`src/rtl/evt_stamp_unit.sv`:
```
module evt_stamp_unit #(
  parameter int NPINS = 24,
  parameter int NCHAN = 2,
  parameter int SECW  = 32,
  parameter int NSW   = 30,
  parameter int AW    = 4
) (
  input  logic             clk,
  input  logic             rst_n,
  input  logic [NPINS-1:0] pin_in,
  input  logic [SECW-1:0]  time_sec,
  input  logic [NSW-1:0]   time_ns,
  input  logic [AW-1:0]    reg_addr,
  input  logic             reg_we,
  input  logic [15:0]      reg_wdata,
  output logic [15:0]      reg_rdata,
  output logic             cap_irq
);
  localparam int MAPW = $clog2(NPINS + 1);
  localparam int SELW = (NCHAN > 1) ? $clog2(NCHAN) : 1;
  localparam int NSHI = NSW - 16;
  localparam int SECHI = SECW - 16;
  localparam int MAPBITS = NCHAN * MAPW;

  localparam logic [AW-1:0] A_IRQEN = AW'(0);
  localparam logic [AW-1:0] A_SEL   = AW'(1);
  localparam logic [AW-1:0] A_MAP   = AW'(2);
  localparam logic [AW-1:0] A_EN    = AW'(3);
  localparam logic [AW-1:0] A_STS   = AW'(4);
  localparam logic [AW-1:0] A_RSH   = AW'(8);
  localparam logic [AW-1:0] A_RSL   = AW'(9);
  localparam logic [AW-1:0] A_RNH   = AW'(10);
  localparam logic [AW-1:0] A_RNL   = AW'(11);
  localparam logic [AW-1:0] A_FSH   = AW'(12);
  localparam logic [AW-1:0] A_FSL   = AW'(13);
  localparam logic [AW-1:0] A_FNH   = AW'(14);
  localparam logic [AW-1:0] A_FNL   = AW'(15);

  logic                 irqen_q;
  logic [SELW-1:0]      sel_q;
  logic [MAPBITS-1:0]   map_q;
  logic [NCHAN-1:0]     ren_q, fen_q;
  logic [NCHAN-1:0]     rst_q, fst_q;
  logic [NPINS-1:0]     s1_q, s2_q;
  logic [NCHAN-1:0]     prev_q, lvl;
  logic [NCHAN-1:0]     rise_fire, fall_fire, clr_r, clr_f;
  logic [NCHAN-1:0][SECW-1:0] rsec_q, fsec_q;
  logic [NCHAN-1:0][NSW-1:0]  rns_q, fns_q;

  wire sts_wr = reg_we && (reg_addr == A_STS);
  assign clr_r = sts_wr ? reg_wdata[NCHAN-1:0] : '0;
  assign clr_f = sts_wr ? reg_wdata[8 +: NCHAN] : '0;

  always_ff @(posedge clk or negedge rst_n)
    if (!rst_n) begin
      s1_q <= '0;
      s2_q <= '0;
    end else begin
      s1_q <= pin_in;
      s2_q <= s1_q;
    end

  for (genvar c = 0; c < NCHAN; c++) begin : g_ch
    wire [MAPW-1:0] fld = map_q[c*MAPW +: MAPW];
    wire            hit = (fld != '0) && (fld <= MAPW'(NPINS));
    assign lvl[c] = hit ? s2_q[fld - 1'b1] : 1'b0;
    assign rise_fire[c] = lvl[c] & ~prev_q[c] & ren_q[c] & ~(rst_q[c] & ~clr_r[c]);
    assign fall_fire[c] = ~lvl[c] & prev_q[c] & fen_q[c] & ~(fst_q[c] & ~clr_f[c]);
  end

  always_ff @(posedge clk or negedge rst_n)
    if (!rst_n) begin
      irqen_q <= 1'b0;
      sel_q   <= '0;
      map_q   <= '0;
      ren_q   <= '0;
      fen_q   <= '0;
      rst_q   <= '0;
      fst_q   <= '0;
      prev_q  <= '0;
    end else begin
      prev_q <= lvl;
      rst_q  <= (rst_q & ~clr_r) | rise_fire;
      fst_q  <= (fst_q & ~clr_f) | fall_fire;
      if (reg_we) begin
        case (reg_addr)
          A_IRQEN: irqen_q <= reg_wdata[2];
          A_SEL:   sel_q   <= reg_wdata[8 +: SELW];
          A_MAP:   map_q   <= reg_wdata[MAPBITS-1:0];
          A_EN: begin
            ren_q <= reg_wdata[NCHAN-1:0];
            fen_q <= reg_wdata[8 +: NCHAN];
          end
          default: ;
        endcase
      end
    end

  always_ff @(posedge clk or negedge rst_n)
    if (!rst_n) begin
      rsec_q <= '0;
      fsec_q <= '0;
      rns_q  <= '0;
      fns_q  <= '0;
    end else begin
      for (int c = 0; c < NCHAN; c++) begin
        if (rise_fire[c]) begin
          rsec_q[c] <= time_sec;
          rns_q[c]  <= time_ns;
        end
        if (fall_fire[c]) begin
          fsec_q[c] <= time_sec;
          fns_q[c]  <= time_ns;
        end
      end
    end

  logic [SECW-1:0] rsec_v, fsec_v;
  logic [NSW-1:0]  rns_v, fns_v;
  logic [15:0]     rd_mux;

  always_comb begin
    rsec_v = '0;
    fsec_v = '0;
    rns_v  = '0;
    fns_v  = '0;
    for (int c = 0; c < NCHAN; c++)
      if (sel_q == SELW'(c)) begin
        rsec_v = rsec_q[c];
        fsec_v = fsec_q[c];
        rns_v  = rns_q[c];
        fns_v  = fns_q[c];
      end
  end

  always_comb begin
    case (reg_addr)
      A_IRQEN: rd_mux = {13'b0, irqen_q, 2'b0};
      A_SEL:   rd_mux = {{(8-SELW){1'b0}}, sel_q, 8'h00};
      A_MAP:   rd_mux = {{(16-MAPBITS){1'b0}}, map_q};
      A_EN:    rd_mux = {{(8-NCHAN){1'b0}}, fen_q, {(8-NCHAN){1'b0}}, ren_q};
      A_STS:   rd_mux = {{(8-NCHAN){1'b0}}, fst_q, {(8-NCHAN){1'b0}}, rst_q};
      A_RSH:   rd_mux = rsec_v[SECW-1 -: SECHI];
      A_RSL:   rd_mux = rsec_v[15:0];
      A_RNH:   rd_mux = {{(16-NSHI){1'b0}}, rns_v[NSW-1:16]};
      A_RNL:   rd_mux = rns_v[15:0];
      A_FSH:   rd_mux = fsec_v[SECW-1 -: SECHI];
      A_FSL:   rd_mux = fsec_v[15:0];
      A_FNH:   rd_mux = {{(16-NSHI){1'b0}}, fns_v[NSW-1:16]};
      A_FNL:   rd_mux = fns_v[15:0];
      default: rd_mux = 16'h0000;
    endcase
  end

  always_ff @(posedge clk or negedge rst_n)
    if (!rst_n) reg_rdata <= '0;
    else        reg_rdata <= rd_mux;

  assign cap_irq = irqen_q & (|{rst_q, fst_q});
endmodule

```
`config.mk`:
```
export PLATFORM = sky130hd
export DESIGN_NAME = evt_stamp_unit
export DESIGN_NICKNAME = d
export VERILOG_FILES = /design/src/rtl/evt_stamp_unit.sv
export SDC_FILE = /design/constraint.sdc
export NUM_CORES = 1
export LEC_CHECK = 0
export ABC_AREA = 0
export ABC_CLOCK_PERIOD_IN_PS = 2900
export BUFFER_PORTS_ARGS = -buffer_cell sky130_fd_sc_hd__buf_2
export CAP_MARGIN = 40
export CORE_UTILIZATION = 45
export CTS_CLUSTER_SIZE = 28
export DETAILED_ROUTE_END_ITERATION = 7
export GPL_ROUTABILITY_DRIVEN = 0
export PLACE_DENSITY_LB_ADDON = 0.25
export SYNTH_ARGS = -nofsm -noshare
export SYNTH_HDL_FRONTEND = slang
export SYNTH_SLANG_ARGS = --single-unit
```
`constraint.sdc`:
```
create_clock -name clk -period 2.9 [get_ports clk]
set_input_delay 0.145 -clock clk [delete_from_list [all_inputs] [get_ports clk]]
set_output_delay 0.145 -clock clk [all_outputs]
set_load 0.1 [all_outputs]
```
== Word-level counts from Yosys, hierarchy flattened ==
Index checks and enable logic that the tools add are counted.

* Bitwise logic cells: 35
* Reductions and logical operators: 11
* Mux-type cells: 13
* Equality and inequality tests: 12
* $lt $le $gt $ge: 4
* Add/sub/neg operators: 2

{| class="wikitable"
|+ Operators by type and width
! cell !! count
|-
| one-hot mux 16 bit (13 select lines) || 1
|-
| 2-to-1 mux 32 bit || 2
|-
| 2-to-1 mux 30 bit || 2
|-
| equality test 4 bit (second input constant) || 8
|-
| bitwise AND 1 bit || 17
|-
| < comparator 5 x 6 -> 1 bit (second input constant) || 2
|-
| inverter 1 bit || 12
|-
| binary-select mux 1 bit (select 5 bit) || 2
|-
| less-or-equal comparator 5 bit (second input constant) || 2
|-
| nonzero test 5 bit || 2
|-
| subtractor 5 x 1 -> 5 bit (second input constant) || 2
|-
| equality test 4 x 2 -> 1 bit (second input constant) || 2
|-
| AND reduction 2 bit || 4
|-
| bitwise AND 2 bit || 2
|-
| equality test 4 x 1 -> 1 bit (second input constant) || 1
|-
| equality test 4 x 3 -> 1 bit (second input constant) || 1
|-
| logical NOT 4 bit || 1
|-
| 2-to-1 mux 1 bit || 4
|-
| 2-to-1 mux 2 bit || 2
|-
| inverter 2 bit || 2
|-
| OR 2 bit || 2
|-
| OR reduction 4 bit || 1
|-
| logical AND 1 bit || 3
|}

* Logic and storage cells: 96
* Output and inout port bits: 17
* Input bits: 109
* Register bits: 334

== Depth between registers and ports, before layout ==
Gate-level depths: netlist of the first run.

* Depth in word-level cells: 9
* Mapped depth: 11

== Worst setup path before layout of the first run ==
No wires, ideal clock.

* Kind: reg-to-reg
* Start point: register map_q[5]
* End point: register fns_q[30] in the netlist's numbering
* Period minus slack after synthesis: 3.032 ns
* Data required time: 2.775 ns
* Library setup time: 0.125 ns
* Path buffers: 3
* Data arrival time: 2.907 ns
* Cell stages (with the launch flop): 12
* Slack: -0.132 ns
* Cell sequence: dfrtp_1 buf_2 inv_1 ha_1 mux4_2 a2111oi_0 or4_1 a32oi_2 nor3b_2 buf_6 buf_6 mux2_4

* Longest elaborated chain between the ends: 8

{| class="wikitable"
|+ RTL lines
! item !! line !! source
|-
| from (decl) || 41 || <nowiki>logic [MAPBITS-1:0] map_q;</nowiki>
|-
| from (signal assigned) || 89 || <nowiki>A_MAP: map_q <= reg_wdata[MAPBITS-1:0];</nowiki>
|-
| subtractor 5 x 1 -> 5 bit || 66 || <nowiki>assign lvl[c] = hit ? s2_q[fld - 1'b1] : 1'b0;</nowiki>
|-
| binary-select mux 1 bit (select 5 bit) || 66 ||
|-
| 2-to-1 mux 1 bit (implied by the code) || 66 ||
|-
| 2-to-1 mux 1 bit (*) || 66 ||
|-
| named net lvl[1] || 45 || <nowiki>logic [NCHAN-1:0] prev_q, lvl;</nowiki>
|-
| inverter 1 bit (*) || 68 || <nowiki>assign fall_fire[c] = ~lvl[c] & prev_q[c] & fen_q[c] & ~(fst_q[c] & ~clr_f[c]);</nowiki>
|-
| bitwise AND 1 bit (*) (3 in a row) || 68 ||
|-
| to (signal, indexed assignment) || 113 || <nowiki>fns_q[c] <= time_ns;</nowiki>
|-
| to (decl) || 48 || <nowiki>logic [NCHAN-1:0][NSW-1:0] rns_q, fns_q;</nowiki>
|}

Mark *: on every way through the listed nets, which the timed path passes. The rest lies on a longest branch. The select of a mux whose other input is x is not followed.
A chain may end at the register's enable or synchronous reset.

== Worst setup path after layout of the first run ==
* Start point: register map_q[5]
* End point: register fsec_q[37] in the netlist's numbering

* Longest elaborated chain between the ends: 8

{| class="wikitable"
|+ RTL lines
! item !! line !! source
|-
| subtractor 5 x 1 -> 5 bit || 66 ||
|-
| binary-select mux 1 bit (select 5 bit) || 66 ||
|-
| 2-to-1 mux 1 bit (implied by the code) || 66 ||
|-
| 2-to-1 mux 1 bit (*) || 66 ||
|-
| named net lvl[1] || 45 ||
|-
| inverter 1 bit (*) || 68 ||
|-
| bitwise AND 1 bit (*) (3 in a row) || 68 ||
|-
| to (signal, indexed assignment) || 112 || <nowiki>fsec_q[c] <= time_sec;</nowiki>
|-
| to (decl) || 47 || <nowiki>logic [NCHAN-1:0][SECW-1:0] rsec_q, fsec_q;</nowiki>
|}

Marked as above.

==> results.md, run 1 <==
* Leakage power figure at 8.65 nW
* Yosys cell types at 57
* Crit start category: flop
* Maximum number of pins on one net before global-route repair at 82
* Critical path class: reg -> reg
* Via density at 5.47
* Cell chosen for the clock root: sky130_fd_sc_hd__clkbuf_16
* Hold WC Path Type: in -> reg
* Clock net sink count at 334
* Synthesis-stage register bit count at 334
* Hold Crit Depth at 3
* CTS tree: done
* Area taken by multi-input logic gates at 6280 sq um
* Starting density of the core at 0.458
* Remaining routing DRC violations at 0
* Pin slew with the least headroom to its limit at 790 ps
* Yosys warns at 0
* Worst hold slack after final layout at 23.2 ps
* CP max stage cell: sky130_fd_sc_hd__or4_4
* Unrepaired setup endpoints after global routing: yes
* Synth Flop Type: sky130_fd_sc_hd__dfrtp_1
* Violations in the final reports: setup timing
* Layout fillers at 2672
* FF/Latch Area at 8360 sq um
* Capturing element type of the critical path: flop
* DR WL/cell at 21.8 um
* Count of flip-flops with a built-in enable after synthesis at 0
* Share of cells above drive strength 1 at 0.419
* Die X at 184 um
* Run status: finished, violations left
* Slew Limit Headroom at 0.472
* Full die area at 33900 sq um
* Buffer depth of the longest clock path at 3
* Worst reg-to-reg setup slack at -80 ps
* Area of the core region at 32500 sq um
* Buffers & Inverters on Critical Path at 4
* Dpl hpwl at 24.8 mm
* Via count of the first global-routing pass at 9802
* Arrival time at the worst endpoint at 3380 ps
* Power Dens Cells at 942 nW/um^2
* Synthesized instance count at 1001
* Post-synthesis net count at 1114
* CTS buffer count at 37
* Reg-to-Reg End: fsec_q[37]
* Start point of the worst min-delay path: reg_we
* Total detailed-routing wirelength at 37.9 mm
* Average cell area after synthesis at 14.9 sq um
* Setup ws final at -79.2 ps
* Residual antenna-violating net count after detailed routing at 0
* Maximum achievable frequency at 336 MHz
* GRT Residual Overflow at 0
* Cell-by-cell trace of the critical path: inv_2 > ha_4 > mux4_2 > a211oi_2 > or4_4 > a32oi_4 > nor3b_4 > buf_6 > buf_12 > clkbuf_16 > mux2_4
* Layout overhead on the synthesized area at 26.3%
* Clock skew at 19.0 ps
* First drt pass iteration count at 5
* Fraction of the cycle the final worst path needs at 1.03
* Clock latency at the later pin of the worst-skew pair at 530 ps
* Final Max Tran Viols at 0
* Total standard cell area after synthesis at 14900 sq um
* Gr usage total at 0.227
* Worst reg2reg startpoint: map_q[5]
* Max FO, Critical Path at 5
* Clock-pin slew on the worst setup and hold paths at 60 ps
* Number of vias after detailed routing at 9503
* Number of port buffers at 119
* Worst hold path endpoint: irqen_q
* Final Net Count at 1386
* First-iteration detailed-routing DRC count at 642
* Peak ir drop on the vdd network at 0.000489 V
* Maximum Capacitance Violations at 0
* # rows at 66
* Share of the yosys chip area belonging to registers at 0.561
* Final Hold Violating Endpoints at 0
* H-Tree Depth at 2
* Inst Count DP at 1568
* I/O Pins at 126
* Number of non-filler instances in the completed layout at 1738
* Worst endpoint required time at 3300 ps
* R2r worst-path depth at 11
* Vertical extent of the die at 184 um
* Final min period at 2980 ps
* Most common cell after layout, fill and taps aside: sky130_fd_sc_hd__dfrtp_1
* Worst stage delay on the critical path at 560 ps
* Most frequent cells in the layout: sky130_fd_sc_hd__dfrtp_1, sky130_fd_sc_hd__mux2_2, sky130_fd_sc_hd__mux2_4
* Final Setup Violations at 44
* Global-route wire length before repair at 58.1 mm
* Crit path max-delay family: simple AND/OR/NAND/NOR gates
* Share of flip-flops with an asynchronous set or reset at 1.00
* Initial antenna violation count at 2
-- worst min-delay path: cells and delay by family --
kind	cells	cell delay, ps
and+or+nand+nor	1	80
muxes	1	140
buffers and inverters	1	150
-- synth_stat cells, types with 6 or more instances --
cell type | instances | area (sq um)
sky130_fd_sc_hd__mux2_2 | 150 | 1690
sky130_fd_sc_hd__buf_6 | 14 | 158
sky130_fd_sc_hd__nand2b_1 | 6 | 37.5
sky130_fd_sc_hd__buf_2 | 9 | 45.0
sky130_fd_sc_hd__mux2i_1 | 89 | 891
sky130_fd_sc_hd__o21ai_0 | 12 | 60.1
sky130_fd_sc_hd__nand3_1 | 14 | 70.1
sky130_fd_sc_hd__buf_1 | 7 | 26.3
sky130_fd_sc_hd__o22ai_1 | 38 | 238
sky130_fd_sc_hd__nand2_1 | 28 | 105
sky130_fd_sc_hd__mux4_2 | 13 | 293
sky130_fd_sc_hd__inv_1 | 7 | 26.3
sky130_fd_sc_hd__a21oi_1 | 6 | 30.0
sky130_fd_sc_hd__a221oi_1 | 9 | 78.8
sky130_fd_sc_hd__clkbuf_1 | 20 | 75.1
sky130_fd_sc_hd__nor2_1 | 18 | 67.6
sky130_fd_sc_hd__a22oi_1 | 23 | 173
sky130_fd_sc_hd__buf_4 | 6 | 45.0
sky130_fd_sc_hd__or4_1 | 10 | 75.1
sky130_fd_sc_hd__dfrtp_1 | 334 | 8360
sky130_fd_sc_hd__mux2_4 | 120 | 1800
-- cell families after synthesis --
family	after synthesis	synth area share
AOI/OAI and AO/OA	124	0.0603
xor gates and xnor gates	2	0.00118
adders and majority gates	4	0.00336
buffers and inverters	63	0.0252
DFF	334	0.561
muxes	374	0.315
and+or+nand+nor	100	0.0344
-- power breakdown --
group	total, W	internal, W	switching [W]
combinational	0.00567	0.00313	0.00254
sequential	0.00759	0.00652	0.00107
clock	0.00447	0.00265	0.00182
total	0.0177	0.0123	0.00543
-- metrics by stage --
step           worst slack, ps  instance area [sq um]  setup TNS (ps)  utilization  total power, W
3_5_place_dp              -115                  16400           -6130        0.505          0.0130
4_1_cts                  -49.8                  18700           -2020        0.574          0.0177
2_1_floorplan             10.8                  14900               0            -          0.0115
5_1_grt                   -152                  18800           -9110        0.579          0.0186
3_3_place_gp             -49.3                  16400           -2240        0.505          0.0128
6_report                 -79.2                  18800           -2500        0.579          0.0177
-- state kept, by name, summed over array words and instances, names as in the netlist, 10 cells and up --
| name | count |
|---|---|
| fns_q | 60 |
| fsec_q | 64 |
| map_q | 10 |
| reg_rdata | 16 |
| rns_q | 60 |
| rsec_q | 64 |
| s1_q | 24 |
| s2_q | 24 |
-- repair_timing --
action	in CTS	in global routing
pin swaps	6	6
resized for setup	17	11
hold endpoints to repair	357	0
hold buffers	97	0
cloned	1	4
buffers inserted	5	2
setup endpoints to repair	151	222
-- layer usage --
metal  global-route usage  wire, um
met2                0.337     16800
met5                    0         0
met3               0.0382      1810
met4               0.0710       861
met1                0.340     18400
-- how the worst max path moves through the flow --
stage                  start    endpoint  depth (start not counted)
global placement    map_q[5]   fns_q[37]                         10
CTS                 map_q[5]  fsec_q[32]                         11
global route        map_q[5]  fsec_q[37]                         10
finish              map_q[5]  fsec_q[37]                         11
floorplan           map_q[5]   fns_q[30]                         11
detailed placement  map_q[5]   fns_q[52]                         10
-- final cells by class --
type	instances	share of cell area
timing repair buffer	289	0.131
inverter	7	0.00140
multi-input combinational	604	0.333
clock buffer	52	0.0548
antenna	1	0.000133
tap	442	0.0294
sequential	334	0.444
clock inverter	9	0.00558
Power figures use the tool's default switching activity.
==> run 2, diff against run 1 <==
--- a/config.mk
+++ b/config.mk
@@ -9,11 +9,13 @@
 export ABC_CLOCK_PERIOD_IN_PS = 2900
 export BUFFER_PORTS_ARGS = -buffer_cell sky130_fd_sc_hd__buf_2
 export CAP_MARGIN = 40
+export CORE_ASPECT_RATIO = 1.5
 export CORE_UTILIZATION = 45
 export CTS_CLUSTER_SIZE = 28
 export DETAILED_ROUTE_END_ITERATION = 7
 export GPL_ROUTABILITY_DRIVEN = 0
 export PLACE_DENSITY_LB_ADDON = 0.25
+export RECOVER_POWER = 100
 export SYNTH_ARGS = -nofsm -noshare
 export SYNTH_HDL_FRONTEND = slang
 export SYNTH_SLANG_ARGS = --single-unit
==> run 2 against run 1 <==
  * The run ends with capacitance limit, slew limit left
  * Core utilization grew 0.099 points
  * First-iteration DRC count down 7.2%
  * Combinational power increased by 1%
  * Setup slack better by 96 ps
  * Design area is 0.47% higher
  * Worst hold slack improved by 190 ps
  * Critical path type unchanged
  * Largest power group unchanged
==> results.md, run 2 (synthesis results as in run 1) <==
* Run status: finished, violations left (unchanged)
* Violations in the final reports: capacitance limit, slew limit (was setup timing)
* Worst reg2reg startpoint: map_q[5] (unchanged)
* Cell chosen for the clock root: sky130_fd_sc_hd__clkbuf_16 (unchanged)
* Clock power frac at 0.257 (was 0.252)
* Initial antenna violation count at 1 (was 2)
* Crit path max-delay family: multiplexers (was simple AND/OR/NAND/NOR gates)
* I/O Pins at 126 (unchanged)
* Global-route wire length before repair at 60.2 mm (was 58.1 mm)
* Maximum achievable frequency at 347 MHz (was 336 MHz)
* Full die area at 33900 sq um (about the same)
* Buffer depth of the longest clock path at 3 (unchanged)
* Clock-pin slew on the worst setup and hold paths at 70 ps (was 60 ps)
* Critical path class: reg -> reg (unchanged)
* Worst hold path endpoint: sel_q (was irqen_q)
* GRT Residual Overflow at 0 (unchanged)
* Clock latency at the later pin of the worst-skew pair at 520 ps (was 530 ps)
* Setup ws final at 17.1 ps (was -79.2 ps)
* Number of port buffers at 119 (unchanged)
* FF/Latch Area at 8360 sq um (unchanged)
* Cell-by-cell trace of the critical path: inv_2 > ha_4 > mux4_2 > a2111oi_4 > or4_4 > a32oi_4 > nor3b_4 > buf_12 > clkbuf_16 > mux2_4 (was inv_2 > ha_4 > mux4_2 > a211oi_2 > or4_4 > a32oi_4 > nor3b_4 > buf_6 > buf_12 > clkbuf_16 > mux2_4)
* Final Max Tran Viols at 79 (was 0)
* Capturing element type of the critical path: flop (unchanged)
* Area of the core region at 32600 sq um (was 32500 sq um)
* Share of total power in combinational logic at 0.320 (about the same)
* Gr usage total at 0.239 (was 0.227)
* Number of vias after detailed routing at 9647 (was 9503)
* Dpl hpwl at 26.9 mm (was 24.8 mm)
* Max FO, Critical Path at 9 (was 5)
* Worst hold slack after final layout at 209 ps (was 23.2 ps)
* Worst endpoint required time at 3290 ps (was 3300 ps)
* First drt pass iteration count at 5 (unchanged)
* Layout overhead on the synthesized area at 26.9% (was 26.3%)
* # rows at 81 (was 66)
* CTS buffer count at 34 (was 37)
* Crit start category: flop (unchanged)
* First-iteration detailed-routing DRC count at 596 (was 642)
* Power Dens Cells at 949 nW/um^2 (was 942 nW/um^2)
* Most frequent cells in the layout: sky130_fd_sc_hd__dfrtp_1, sky130_fd_sc_hd__mux2_2, sky130_fd_sc_hd__buf_2 (was sky130_fd_sc_hd__dfrtp_1, sky130_fd_sc_hd__mux2_2, sky130_fd_sc_hd__mux2_4)
* Pin slew with the least headroom to its limit at 2150 ps (was 790 ps)
* Maximum number of pins on one net before global-route repair at 81 (was 82)
* Share of cells above drive strength 1 at 0.372 (was 0.419)
* Remaining routing DRC violations at 0 (unchanged)
* DR WL/cell at 23.6 um (was 21.8 um)
* R2r worst-path depth at 10 (was 11)
* Area taken by multi-input logic gates at 6220 sq um (was 6280 sq um)
* Vertical extent of the die at 225 um (was 184 um)
* Reg-to-Reg End: fsec_q[60] (was fsec_q[37])
* Layout fillers at 2638 (was 2672)
* Start point of the worst min-delay path: reg_addr[2] (was reg_we)
* Slew Limit Headroom at -0.434 (was 0.472)
* Cell internal pwr at 0.0124 W (was 0.0123 W)
* CTS tree: done (unchanged)
* Residual antenna-violating net count after detailed routing at 0 (unchanged)
* Most common cell after layout, fill and taps aside: sky130_fd_sc_hd__dfrtp_1 (unchanged)
* Worst reg-to-reg setup slack at 20 ps (was -80 ps)
* Leakage power figure at 8.62 nW (was 8.65 nW)
* Hold Crit Depth at 4 (was 3)
* Maximum Capacitance Violations at 1 (was 0)
* Switching component of the power at 0.00559 W (was 0.00543 W)
* Unrepaired setup endpoints after global routing: yes (unchanged)
* Die X at 151 um (was 184 um)
* Sequential share of power at 0.424 (was 0.428)
* Final min period at 2880 ps (was 2980 ps)
* Buffers & Inverters on Critical Path at 3 (was 4)
* Setup WS pre-CTS at -81.0 ps (was -115 ps)
* Clock skew at 18.8 ps (was 19.0 ps)
* Switching share of power at 0.311 (was 0.306)
* Fraction of the cycle the final worst path needs at 0.994 (was 1.03)
* Via count of the first global-routing pass at 10.4k (was 9802)
* Starting density of the core at 0.457 (was 0.458)
* Final Hold Violating Endpoints at 0 (unchanged)
* Final Setup Violations at 0 (was 44)
* Registers with the most flip-flops: fsec_q: 64 flops, rsec_q: 64 flops (unchanged)
* Arrival time at the worst endpoint at 3280 ps (was 3380 ps)
* Total detailed-routing wirelength at 40.7 mm (was 37.9 mm)
* H-Tree Depth at 2 (unchanged)
* Final Net Count at 1398 (was 1386)
* Clock net sink count at 334 (unchanged)
* CP max stage cell: sky130_fd_sc_hd__dfrtp_1 (was sky130_fd_sc_hd__or4_4)
* Peak ir drop on the vdd network at 0.000617 V (was 0.000489 V)
* Hold WC Path Type: in -> reg (unchanged)
* Worst stage delay on the critical path at 410 ps (was 560 ps)
* Via density at 5.60 (was 5.47)
==> run 2: cell count changes in the layout (fill, tap and decap cells not counted), moves of 3 or more <==
| cell | change |
|---|---|
| sky130_fd_sc_hd__buf_4 | -7 |
| sky130_fd_sc_hd__buf_16 | +3 |
| sky130_fd_sc_hd__buf_2 | -18 |
| sky130_fd_sc_hd__clkbuf_2 | +5 |
| sky130_fd_sc_hd__mux2_1 | +54 |
| sky130_fd_sc_hd__mux2_2 | -29 |
| sky130_fd_sc_hd__buf_12 | -6 |
| sky130_fd_sc_hd__clkbuf_8 | +4 |
| sky130_fd_sc_hd__mux2_4 | -25 |
| sky130_fd_sc_hd__clkbuf_1 | +22 |
| sky130_fd_sc_hd__clkbuf_16 | +5 |
==> run 2: per-stage QoR <==
| stage | cells | setup TNS (ps) | util | cell area [sq um] | total power, W |
|---|---|---|---|---|---|
| floorplan | 1001 | 0 | - | 14900 | 0.0115 |
| CTS | 1705 | 0 | 0.573 | 18700 | 0.0180 |
| global placement | 1544 | 0 | 0.503 | 16400 | 0.0130 |
| finish | 1724 | 0 | 0.580 | 18900 | 0.0179 |
| global route | 1724 | -3110 | 0.580 | 18900 | 0.0188 |
| detailed placement | 1544 | -1910 | 0.503 | 16400 | 0.0132 |
==> run 2: worst max-delay path by stage <==
stage | startpoint | endpoint | slack, ps | depth (start not counted)
floorplan | map_q[5] | fns_q[30] | 10 | 11
global placement | map_q[5] | fsec_q[63] | 7 | 10
detailed placement | map_q[5] | fsec_q[63] | -80 | 10
CTS | map_q[5] | fsec_q[61] | 20 | 12
global route | map_q[5] | fsec_q[61] | -70 | 11
finish | map_q[5] | fsec_q[60] | 20 | 10
==> run 2: worst reg2reg max path, cell delays in order (launching register included) <==
cell and delay, ps:
sky130_fd_sc_hd__dfrtp_1 410, sky130_fd_sc_hd__inv_2 70, sky130_fd_sc_hd__ha_4 280, sky130_fd_sc_hd__mux4_2 360, sky130_fd_sc_hd__a2111oi_4 330, sky130_fd_sc_hd__or4_4 190, sky130_fd_sc_hd__a32oi_4 130, sky130_fd_sc_hd__nor3b_4 290
sky130_fd_sc_hd__buf_12 230, sky130_fd_sc_hd__clkbuf_16 190, sky130_fd_sc_hd__mux2_4 290
==> run 2: routing by layer <==
layer,global-route usage,up-vias,share of wire
met4,0.121,0,0.048
li1,-,4302,-
met3,0.0322,85,0.041
met1,0.282,4986,0.39
met2,0.420,274,0.52
met5,0,-,0
==> run 2: cell type report <==
type                    count  area share
flip-flops and latches    334       0.442
multi-input cells         604       0.329
repair buffers            304       0.138
clock buffers              50      0.0558
well taps                 415      0.0275
clock inverters             9     0.00675
inverters                   7     0.00139
diodes                      1    0.000132
==> run 2: repair_timing <==
action,4_1_cts,5_1_grt
gates resized for setup,12,53
endpoints found under the setup margin,90,200
hold buffers,99,0
hold endpoints to repair,362,0
pin swaps,4,5
gates cloned,1,12
setup buffers,2,7
==> run 2: power groups by stage <==
stage	clock, W	combinational, W	sequential, W
after floorplan	0	0.00364	0.00782
after global placement	0	0.00541	0.00756
after detailed placement	0	0.00553	0.00763
after CTS	0.00470	0.00574	0.00757
after global routing	0.00488	0.00609	0.00782
final	0.00460	0.00574	0.00760
==> run 3, diff against run 2 <==
--- a/config.mk
+++ b/config.mk
@@ -6,11 +6,11 @@
 export NUM_CORES = 1
 export LEC_CHECK = 0
 export ABC_AREA = 0
-export ABC_CLOCK_PERIOD_IN_PS = 2900
+export ABC_CLOCK_PERIOD_IN_PS = 3500
 export BUFFER_PORTS_ARGS = -buffer_cell sky130_fd_sc_hd__buf_2
 export CAP_MARGIN = 40
 export CORE_ASPECT_RATIO = 1.5
-export CORE_UTILIZATION = 45
+export CORE_UTILIZATION = 55
 export CTS_CLUSTER_SIZE = 28
 export DETAILED_ROUTE_END_ITERATION = 7
 export GPL_ROUTABILITY_DRIVEN = 0
==> constraint.sdc (replaced) <==
create_clock -name clk -period 3.5 [get_ports clk]
set_input_delay 0.175 -clock clk [delete_from_list [all_inputs] [get_ports clk]]
set_output_delay 0.175 -clock clk [all_outputs]
set_load 0.1 [all_outputs]
==> run 3 against run 2 <==
  * The flow still finishes with violations (capacitance limit, slew limit)
  * Via count shrank 2.5%
  * Critical path depth down 2
  * Clock power shrank 21%
  * Clock skew is 1.4 ps lower
  * Design area fell by 7.1%
  * Worst hold slack got worse by 180 ps
  * Combinational power decreased by 30%
  * Wire length is 8.5% lower
  * Critical endpoint is now rsec_q[3]
  * Largest power group unchanged
==> results.md, run 3 (synthesis results as in run 1) <==
* Fraction of the cycle the final worst path needs at 0.942 (was 0.994)
* Leakage power figure at 7.90 nW (was 8.62 nW)
* Inst Count DP at 1435 (was 1544)
* Peak ir drop on the vdd network at 0.000536 V (was 0.000617 V)
* CTS tree: done (unchanged)
* Total of cells resized after clock tree synthesis at 0 (was 12)
* Violations in the final reports: capacitance limit, slew limit (unchanged)
* Clock skew at 17.3 ps (was 18.8 ps)
* Critical path class: reg -> reg (unchanged)
* Total detailed-routing wirelength at 37.2 mm (was 40.7 mm)
* R2r worst-path depth at 8 (was 10)
* Unrepaired setup endpoints after global routing: no (was yes)
* Most common cell after layout, fill and taps aside: sky130_fd_sc_hd__dfrtp_1 (unchanged)
* Slew Limit Headroom at -0.577 (was -0.434)
* Worst reg2reg startpoint: map_q[0] (was map_q[5])
* Worst endpoint required time at 3890 ps (was 3290 ps)
* Capturing element type of the critical path: flop (unchanged)
* Clock-pin slew on the worst setup and hold paths at 60 ps (was 70 ps)
* Most frequent cells in the layout: sky130_fd_sc_hd__dfrtp_1, sky130_fd_sc_hd__mux2_2, sky130_fd_sc_hd__mux2_1 (was sky130_fd_sc_hd__dfrtp_1, sky130_fd_sc_hd__mux2_2, sky130_fd_sc_hd__buf_2)
* Area of the core region at 26600 sq um (was 32600 sq um)
* Hold Crit Depth at 3 (was 4)
* Setup_tns at 0 ps (unchanged)
* Number of port buffers at 119 (unchanged)
* Vertical extent of the die at 204 um (was 225 um)
* Reg-to-Reg End: rsec_q[3] (was fsec_q[60])
* Final Setup Violations at 0 (unchanged)
* Buffers & Inverters on Critical Path at 2 (was 3)
* Die X at 136 um (was 151 um)
* Run status: finished, violations left (unchanged)
* First-iteration detailed-routing DRC count at 601 (was 596)
* Post-DP Area at 16000 sq um (was 16400 sq um)
* Initial antenna violation count at 0 (was 1)
* Remaining routing DRC violations at 0 (unchanged)
* Crit path max-delay family: multiplexers (unchanged)
* I/O Pins at 126 (unchanged)
* Worst reg-to-reg setup slack at 200 ps (was 20 ps)
* GRT Residual Overflow at 0 (unchanged)
* First drt pass iteration count at 5 (unchanged)
* Post-CTS Setup Bufs at 0 (was 2)
* Critical Path Most Common Cell: sky130_fd_sc_hd__mux4_2
* Registers with the most flip-flops: fsec_q: 64 flops, rsec_q: 64 flops (unchanged)
* Post-CTS Hold Fix Bufs at 97 (was 99)
* Clock net sink count at 334 (unchanged)
* Share of cells above drive strength 1 at 0.292 (was 0.372)
* Final Max Tran Viols at 91 (was 79)
* Worst hold path endpoint: sel_q (unchanged)
* Util after Layout at 0.661 (was 0.580)
* H-Tree Depth at 2 (unchanged)
* Clock latency at the later pin of the worst-skew pair at 530 ps (was 520 ps)
* Full die area at 27800 sq um (was 33900 sq um)
* Via count of the first global-routing pass at 10.1k (was 10.4k)
* DR WL/cell at 23.4 um (was 23.6 um)
* Cell chosen for the clock root: sky130_fd_sc_hd__clkbuf_16 (unchanged)
* Residual antenna-violating net count after detailed routing at 0 (unchanged)
* Gr usage total at 0.282 (was 0.239)
* Maximum Capacitance Violations at 1 (unchanged)
* CP max stage cell: sky130_fd_sc_hd__ha_1 (was sky130_fd_sc_hd__dfrtp_1)
* Maximum achievable frequency at 303 MHz (was 347 MHz)
* Hold WC Path Type: in -> reg (unchanged)
* Crit start category: flop (unchanged)
* Max FO, Critical Path at 44 (was 9)
* Start point of the worst min-delay path: reg_we (was reg_addr[2])
* # rows at 73 (was 81)
* Final cell area excluding filler cells at 17600 sq um (was 18900 sq um)
* Starting density of the core at 0.561 (was 0.457)
* Layout overhead on the synthesized area at 17.9% (was 26.9%)
* Dpl hpwl at 24.4 mm (was 26.9 mm)
* Number of vias after detailed routing at 9406 (was 9647)
* Cell-by-cell trace of the critical path: inv_1 > ha_1 > mux4_2 > mux4_2 > a21oi_1 > a2111o_2 > buf_12 > mux2_2 (was inv_2 > ha_4 > mux4_2 > a2111oi_4 > or4_4 > a32oi_4 > nor3b_4 > buf_12 > clkbuf_16 > mux2_4)
* Power Dens Cells at 791 nW/um^2 (was 949 nW/um^2)
* CTS buffer count at 34 (unchanged)
* Final Net Count at 1344 (was 1398)
* Via density at 5.92 (was 5.60)
* Pin slew with the least headroom to its limit at 2370 ps (was 2150 ps)
* Number of non-filler instances in the completed layout at 1590 (was 1724)
* Worst stage delay on the critical path at 520 ps (was 410 ps)
* Maximum number of pins on one net before global-route repair at 98 (was 81)
* Arrival time at the worst endpoint at 3690 ps (was 3280 ps)
* Global-route wire length before repair at 57.9 mm (was 60.2 mm)
* Number of antenna diodes at 0 (was 1)
* Design Power at 0.0139 W (was 0.0179 W)
* Buffer depth of the longest clock path at 3 (unchanged)
* Final Hold Violating Endpoints at 0 (unchanged)
* Final min period at 3300 ps (was 2880 ps)
-- run 3: changes by cell type in the layout (fill, tap and decap cells not counted), sizes merged --
cell,before,now
clkinvlp,3,1
clkinv,3,8
diode,1,0
bufinv,3,2
dlygate4sd3,99,97
clkbuf,94,77
buf,161,123
-- run 3: where the power goes --
group | switching (W) | total [W] | internal [W]
sequential | 0.000872 | 0.00627 | 0.00539
combinational | 0.00207 | 0.00399 | 0.00192
clock | 0.00147 | 0.00364 | 0.00217
total | 0.00442 | 0.0139 | 0.00948
-- run 3: per-stage QoR --
stage               setup slack [ps]  hold WS, ps
finish                           204         30.5
global route                    57.9         23.6
CTS                              307         13.6
detailed placement               352          246
global placement                 394          233
floorplan                        468         -121
-- run 3: per-layer routing --
metal | share of wire | track usage | vias up
met1 | 0.38 | 0.333 | 4828
li1 | - | - | 4174
met4 | 0.070 | 0.188 | 0
met3 | 0.051 | 0.0492 | 109
met5 | 0 | 0 | -
met2 | 0.50 | 0.468 | 295
-- run 3: worst min-delay path, stage by stage --
cell                      delay (ps)
sky130_fd_sc_hd__buf_2           130
sky130_fd_sc_hd__nand3_1          80
sky130_fd_sc_hd__mux2_2          140
-- run 3: area by class of cell --
class,instances,area [sq um]
fillers,1963,9000
flip-flops and latches,334,8360
multi-input cells,604,5780
repair buffers,250,1870
clock buffers,47,1010
well taps,337,422
clock inverters,11,108
inverters,7,26.3
-- run 3: worst max-delay path by stage --
| stage | startpoint | endpoint | cells after the start |
|---|---|---|---|
| after floorplan | map_q[5] | fns_q[30] | 11 |
| after global placement | map_q[5] | fsec_q[39] | 11 |
| after detailed placement | map_q[5] | fsec_q[61] | 10 |
| after CTS | map_q[5] | fsec_q[53] | 10 |
| after global routing | map_q[5] | fsec_q[41] | 10 |
| final | map_q[0] | rsec_q[3] | 8 |
